$ cat config.mk
export PLATFORM = sky130hd
export DESIGN_NAME = eth_tx_framer
export DESIGN_NICKNAME = d
export VERILOG_FILES = /design/src/rtl/eth_tx_pkg.sv /design/src/rtl/eth_tx_crc.sv /design/src/rtl/eth_tx_nibbler.sv /design/src/rtl/eth_tx_seq.sv /design/src/rtl/eth_tx_framer.sv
export SDC_FILE = /design/constraint.sdc
export NUM_CORES = 1
export LEC_CHECK = 0
export BUFFER_PORTS_ARGS = -buffer_cell sky130_fd_sc_hd__buf_2
export CAP_MARGIN = 20
export CORE_MARGIN = 2
export CORE_UTILIZATION = 35
export DETAILED_ROUTE_END_ITERATION = 8
export SLEW_MARGIN = 40
export SYNTH_ARGS = -nofsm -noshare
export SYNTH_HDL_FRONTEND = slang
export SYNTH_SLANG_ARGS = --single-unit
$ cat constraint.sdc
create_clock -name clk -period 2.1 [get_ports clk]
set_clock_uncertainty 0.15 [all_clocks]
set_input_delay 0.21 -clock clk [delete_from_list [all_inputs] [get_ports clk]]
set_output_delay 0.21 -clock clk [all_outputs]
set_load 0.02 [all_outputs]
$ cat src/rtl/eth_tx_pkg.sv
package eth_tx_pkg;

    typedef enum logic [2:0] {
        ST_IDLE,
        ST_PRE,
        ST_SFD,
        ST_DATA,
        ST_PAD,
        ST_FCS,
        ST_GAP
    } tx_state_e;

    localparam logic [7:0]  PRE_BYTE   = 8'h55;
    localparam logic [7:0]  SFD_BYTE   = 8'hD5;
    localparam logic [7:0]  PAD_BYTE   = 8'h00;
    localparam logic [31:0] CRC_POLY_R = 32'hEDB88320;
    localparam logic [31:0] CRC_SEED   = 32'hFFFF_FFFF;
    localparam int          FCS_BYTES  = 4;

    // one shift of the reflected CRC-32 register with one input bit
    function automatic logic [31:0] crc_bit(logic [31:0] c, logic b);
        logic fb;
        fb = c[0] ^ b;
        return fb ? ((c >> 1) ^ CRC_POLY_R) : (c >> 1);
    endfunction

    // eight single-bit steps unrolled into one clock, bit 0 first
    function automatic logic [31:0] crc_byte(logic [31:0] c, logic [7:0] d);
        logic [31:0] r;
        r = c;
        for (int k = 0; k < 8; k++) begin
            r = crc_bit(r, d[k]);
        end
        return r;
    endfunction

    function automatic logic [7:0] fcs_byte(logic [31:0] c, logic [1:0] idx);
        logic [31:0] inv;
        inv = ~c;
        return inv[8*idx +: 8];
    endfunction

endpackage

$ cat src/rtl/eth_tx_crc.sv
module eth_tx_crc
    import eth_tx_pkg::*;
(
    input  logic        clk,
    input  logic        rst,
    input  logic        init,
    input  logic        en,
    input  logic [7:0]  data,
    output logic [31:0] crc_q
);

    always_ff @(posedge clk) begin
        if (rst || init) begin
            crc_q <= CRC_SEED;
        end else if (en) begin
            crc_q <= crc_byte(crc_q, data);
        end
    end

endmodule

$ cat src/rtl/eth_tx_nibbler.sv
module eth_tx_nibbler (
    input  logic       clk,
    input  logic       rst,
    input  logic       nibble_mode,
    input  logic [7:0] cur_byte,
    input  logic       cur_en,
    output logic       byte_adv,
    output logic [7:0] txd,
    output logic       tx_en
);

    logic phase;

    always_ff @(posedge clk) begin
        if (rst) begin
            phase <= 1'b0;
        end else begin
            phase <= nibble_mode ? ~phase : 1'b0;
        end
    end

    // in nibble mode a new byte is loaded only after its high half was shown
    assign byte_adv = !nibble_mode || phase;
    assign tx_en    = cur_en;

    always_comb begin
        if (nibble_mode) begin
            txd = {4'h0, phase ? cur_byte[7:4] : cur_byte[3:0]};
        end else begin
            txd = cur_byte;
        end
    end

endmodule

$ cat src/rtl/eth_tx_seq.sv
module eth_tx_seq
    import eth_tx_pkg::*;
#(
    parameter int LEN_W    = 16,
    parameter int PRE_LEN  = 7,
    parameter int MIN_DATA = 60,
    parameter int GAP_LEN  = 12
) (
    input  logic        clk,
    input  logic        rst,
    input  logic        byte_adv,
    input  logic [7:0]  s_data,
    input  logic        s_valid,
    input  logic        s_last,
    input  logic [31:0] crc_q,
    output logic        s_ready,
    output logic        crc_init,
    output logic        crc_en,
    output logic [7:0]  crc_data,
    output logic [7:0]  out_byte,
    output logic        out_en
);

    localparam int CNT_MAX = (PRE_LEN > GAP_LEN) ? PRE_LEN : GAP_LEN;
    localparam int CNT_W   = (CNT_MAX < 4) ? 2 : $clog2(CNT_MAX + 1);
    localparam logic [LEN_W-1:0] MIN_L   = LEN_W'(MIN_DATA);
    localparam logic [CNT_W-1:0] PRE_END = CNT_W'(PRE_LEN - 1);
    localparam logic [CNT_W-1:0] GAP_END = CNT_W'(GAP_LEN - 1);
    localparam logic [CNT_W-1:0] FCS_END = CNT_W'(FCS_BYTES - 1);

    typedef struct packed {
        tx_state_e        st;
        logic [CNT_W-1:0] cnt;
        logic [LEN_W-1:0] len;
        logic [7:0]       dat;
        logic             en;
    } seq_t;

    seq_t q, nx;
    logic [LEN_W-1:0] len_inc;

    assign len_inc = q.len + 1'b1;

    always_comb begin
        nx = q;
        if (byte_adv) begin
            unique case (q.st)
                ST_IDLE: begin
                    nx.en  = 1'b0;
                    nx.dat = PAD_BYTE;
                    if (s_valid) begin
                        nx.st  = ST_PRE;
                        nx.en  = 1'b1;
                        nx.dat = PRE_BYTE;
                        nx.cnt = CNT_W'(1);
                    end
                end
                ST_PRE: begin
                    nx.dat = PRE_BYTE;
                    nx.cnt = q.cnt + 1'b1;
                    if (q.cnt == PRE_END) nx.st = ST_SFD;
                end
                ST_SFD: begin
                    nx.dat = SFD_BYTE;
                    nx.len = '0;
                    nx.st  = ST_DATA;
                end
                ST_DATA: begin
                    if (s_valid) begin
                        nx.dat = s_data;
                        nx.len = len_inc;
                        nx.cnt = '0;
                        if (s_last) nx.st = (len_inc < MIN_L) ? ST_PAD : ST_FCS;
                    end
                end
                ST_PAD: begin
                    nx.dat = PAD_BYTE;
                    nx.len = len_inc;
                    nx.cnt = '0;
                    if (len_inc == MIN_L) nx.st = ST_FCS;
                end
                ST_FCS: begin
                    nx.dat = fcs_byte(crc_q, q.cnt[1:0]);
                    nx.cnt = q.cnt + 1'b1;
                    if (q.cnt == FCS_END) begin
                        nx.st  = ST_GAP;
                        nx.cnt = '0;
                    end
                end
                ST_GAP: begin
                    nx.en  = 1'b0;
                    nx.dat = PAD_BYTE;
                    nx.cnt = q.cnt + 1'b1;
                    if (q.cnt == GAP_END) nx.st = ST_IDLE;
                end
                default: nx.st = ST_IDLE;
            endcase
        end
    end

    always_ff @(posedge clk) begin
        if (rst) begin
            q <= '{st: ST_IDLE, cnt: '0, len: '0, dat: '0, en: 1'b0};
        end else begin
            q <= nx;
        end
    end

    assign s_ready  = byte_adv && (q.st == ST_DATA);
    assign crc_init = byte_adv && (q.st == ST_SFD);
    assign crc_en   = byte_adv && (((q.st == ST_DATA) && s_valid) || (q.st == ST_PAD));
    assign crc_data = (q.st == ST_PAD) ? PAD_BYTE : s_data;
    assign out_byte = q.dat;
    assign out_en   = q.en;

endmodule

$ cat src/rtl/eth_tx_framer.sv
module eth_tx_framer #(
    parameter int LEN_W    = 16,
    parameter int PRE_LEN  = 7,
    parameter int MIN_DATA = 60,
    parameter int GAP_LEN  = 12
) (
    input  logic       clk,
    input  logic       rst,
    input  logic       nibble_mode,
    input  logic [7:0] s_data,
    input  logic       s_valid,
    input  logic       s_last,
    output logic       s_ready,
    output logic [7:0] txd,
    output logic       tx_en
);

    logic        byte_adv;
    logic        crc_init, crc_en;
    logic [7:0]  crc_data;
    logic [31:0] crc_q;
    logic [7:0]  cur_byte;
    logic        cur_en;

    eth_tx_seq #(
        .LEN_W(LEN_W), .PRE_LEN(PRE_LEN), .MIN_DATA(MIN_DATA), .GAP_LEN(GAP_LEN)
    ) u_seq (
        .clk(clk), .rst(rst), .byte_adv(byte_adv),
        .s_data(s_data), .s_valid(s_valid), .s_last(s_last), .crc_q(crc_q),
        .s_ready(s_ready), .crc_init(crc_init), .crc_en(crc_en), .crc_data(crc_data),
        .out_byte(cur_byte), .out_en(cur_en)
    );

    eth_tx_crc u_crc (
        .clk(clk), .rst(rst), .init(crc_init), .en(crc_en),
        .data(crc_data), .crc_q(crc_q)
    );

    eth_tx_nibbler u_nib (
        .clk(clk), .rst(rst), .nibble_mode(nibble_mode),
        .cur_byte(cur_byte), .cur_en(cur_en),
        .byte_adv(byte_adv), .txd(txd), .tx_en(tx_en)
    );

endmodule

==> impl_metrics.csv <==
group,metric,value,unit
outcome,outcome,"finished, violations left",
outcome,violations,"setup timing",
die,die_y,115,um
worst_setup_path,endpoint_kind,"register",
clock_tree,cts_tree,"done",
pwr,clock_power_share,31.3,%
pwr,internal_power,3.78,mW
clock_tree,clock_latency,0.34,ns
worst_setup_path,criticalPathCategory,"register to register",
route,routed_wl,13.5,mm
placement,pre_cts_ws,-0.113,ns
timing,fin_crit,2.28,ns
pwr,comb_power_share,43.8,%
die,fp-row-count,40,
route,vias,4108,
route,via_per_inst,5.28,
logic_synthesis,synth_fp_nets,524,
timing,setup_violations,13,
timing,hold_violations,0,
worst_setup_path,critPathMaxFanout,6,
die,die_w,115,um
timing,drv_slew,0,
worst_hold_path,hp-class,"input pin to register",
timing,setup_tns,-0.721,ns
timing,layout_setup_ws,-0.177,ns
pwr,total_power,5.66,mW
clock_tree,clkSinkCount,65,
route,drt_iter0_drc,348,
grt,track_usage,19.7,%
route,post-route-drc-count,0,
pwr,p_per_area,901,nW/um2
pwr,power_leakage,2.44,nW
pwr,p_sw,1.89,mW
layout,syn2layout_area_growth,44.5,%
layout,drive_gt1_share,36.6,%
grt,grt_pass1_vias,3922,
route,drt_first_pass_iters,5,
timing,fmax,439,MHz
layout,nets,621,
placement,hpwl,9.15,mm
timing,rsz0062_at_grt,"yes",
clock_tree,cts-htree-levels,3,
die,dieArea,13300,um2
clock_tree,root_buffer,"clkbuf_16",
grt,grt_max_degree,26,
worst_setup_path,cp_data_required_time,2.23,ns
timing,max_slew.worst_pin.slew,0.481,ns
timing,finalCritPeriodShare,108,%
grt,antenna_found_initial,0,
grt,globalRouteOverflowTotal,0,
logic_synthesis,syn-cell-area,4350,um2
clock_tree,numCtsBuffers,9,
job,max_cap_violations,0,
placement,dpl-instance-area,5220,um2
logic_synthesis,avgSynthCellArea,8.56,um2
layout,final_area,6280,um2
worst_setup_path,cp_data_arrival_time,2.40,ns
route,routedWlPerCell,17.3,um
placement,place.gp.congestion,0.945,
clock_tree,cts_max_path_buffers,2,
grt,grt_pass1_wl,20.3,mm
pwr,peakVddDrop,0.497,mV
placement,port_buffers,22,
logic_synthesis,yosysUniqueCellTypes,55,
clock_tree,hold_buffers,0,
logic_synthesis,async_flop_share,0,%
die,ios,23,
route,antenna_left,0,
logic_synthesis,yosysWarnings,0,
layout,diodes,0,
pwr,p_sw_share,33.3,%
clock_tree,path_clk_slew,0.06,ns
logic_synthesis,ys_seq_elements,65,
logic_synthesis,synth-main-ff-cell,"dfxtp_1",
die,core,12100,um2
timing,slew_headroom,67.9,%
die,start_util,36.1,%
logic_synthesis,synth_edf_count,0,
worst_setup_path,critPathLaunchType,"register",
pwr,seq_power_share,25.0,%
logic_synthesis,netlist_instances,508,
logic_synthesis,seq_area_frac_synth,29.9,%
cell families (layout without fill, tap and decap cells):
kind of cell | after synthesis | count (layout) | synth area share, %
flops | 65 | 65 | 29.9
mux | 14 | 14 | 5.64
fa+ha+maj | 3 | 3 | 0.863
compound gates | 136 | 136 | 18.2
buf+inv | 39 | 141 | 3.80
xor+xnor | 86 | 86 | 22.3
simple gates | 165 | 165 | 19.3
flip-flops by register name, summed over array words and instances (netlist names):
name,cells
u_crc.crc_q,32
u_nib.phase,1
u_seq.out_byte,8
u_seq.out_en,1
u_seq.q,23
synthesized netlist by cell type (8+ instances only):
master / n / share of area (%)
dfxtp_1: 65 / 30
a21oi_1: 54 / 6.2
xnor2_1: 46 / 9.3
nand2_1: 40 / 3.5
o21ai_0: 36 / 4.1
nor2_1: 35 / 3.0
clkbuf_1: 27 / 2.3
xor2_1: 24 / 4.8
nand3_1: 15 / 1.7
nor3_1: 15 / 1.7
o211ai_1: 13 / 2.2
nor2b_1: 12 / 1.7
or3_1: 11 / 1.6
mux4_2: 8 / 4.1
stage by stage:
| stage | instances | utilization [%] | hold slack [ns] |
|---|---|---|---|
| global route | 778 | 52.1 | 0.143 |
| CTS | 769 | 48.3 | 0.106 |
| finish | 778 | 52.1 | 0.121 |
| floorplan | 508 | - | 0.273 |
| detailed placement | 743 | 43.3 | 0.350 |
| global placement | 743 | 43.3 | 0.337 |
worst paths after layout:
path                               endpoint                            from  depth (start not counted)  slack (ns)
min reg2reg  u_seq.out_byte[7]$_SDFFE_PP0P_  u_seq.out_byte[7]$_SDFFE_PP0P_                          2        0.35
max                u_seq.q[29]$_SDFFE_PP0P_        u_seq.q[29]$_SDFFE_PP0P_                          8       -0.18
max reg2reg        u_seq.q[29]$_SDFFE_PP0P_        u_seq.q[29]$_SDFFE_PP0P_                          8       -0.18
min                  u_nib.phase$_SDFF_PP0_                             rst                          2        0.12
critical path, stage by stage, from the launching register on:
cell,delay (ns)
dfxtp_2,0.33
buf_6,0.13
buf_6,0.13
xnor2_4,0.12
o221ai_2,0.20
o2111ai_2,0.16
or4_4,0.53
or3_4,0.38
nand3_2,0.09
layout by cell type (no fill, tap or decap), drive strengths merged, types with 15 or more instances in the layout:
master and instances:
dfxtp 65, nor3 15, xnor2 48, buf 118, nand2 42, a21oi 54
nor2 35, xor2 32, o21ai 38, nand3 15
what timing repair did:
item,in CTS,in global routing
endpoints found under the setup margin,24,42
setup buffers,10,11
cloned,0,1
pin swaps,21,50
gates resized for setup,38,75
final cells by class:
class                      count  area, um2
fill                        1012       5780
inverter                       6       22.5
clock buffer                  11        243
tap                          168        210
multi-input combinational    404       3400
timing repair buffer         119        998
sequential                    65       1310
clock inverter                 5        103
power by group through the flow:
stage               Clock, mW  Combinational [mW]  Sequential, mW
CTS                      1.79                2.11            1.40
floorplan                   0                1.25            1.42
global route             1.84                2.65            1.42
global placement            0                1.92            1.42
finish                   1.77                2.48            1.41
detailed placement          0                1.95            1.42
routing by layer:
layer | up-vias | GRT usage (%) | routed length (um)
li1 | 1981 | - | -
met1 | 1992 | 25.5 | 6020
met2 | 107 | 32.2 | 6540
met3 | 28 | 3.61 | 571
met4 | 0 | 8.67 | 361
met5 | - | 0 | 0
Note: power is estimated with default switching activity, not from simulation.
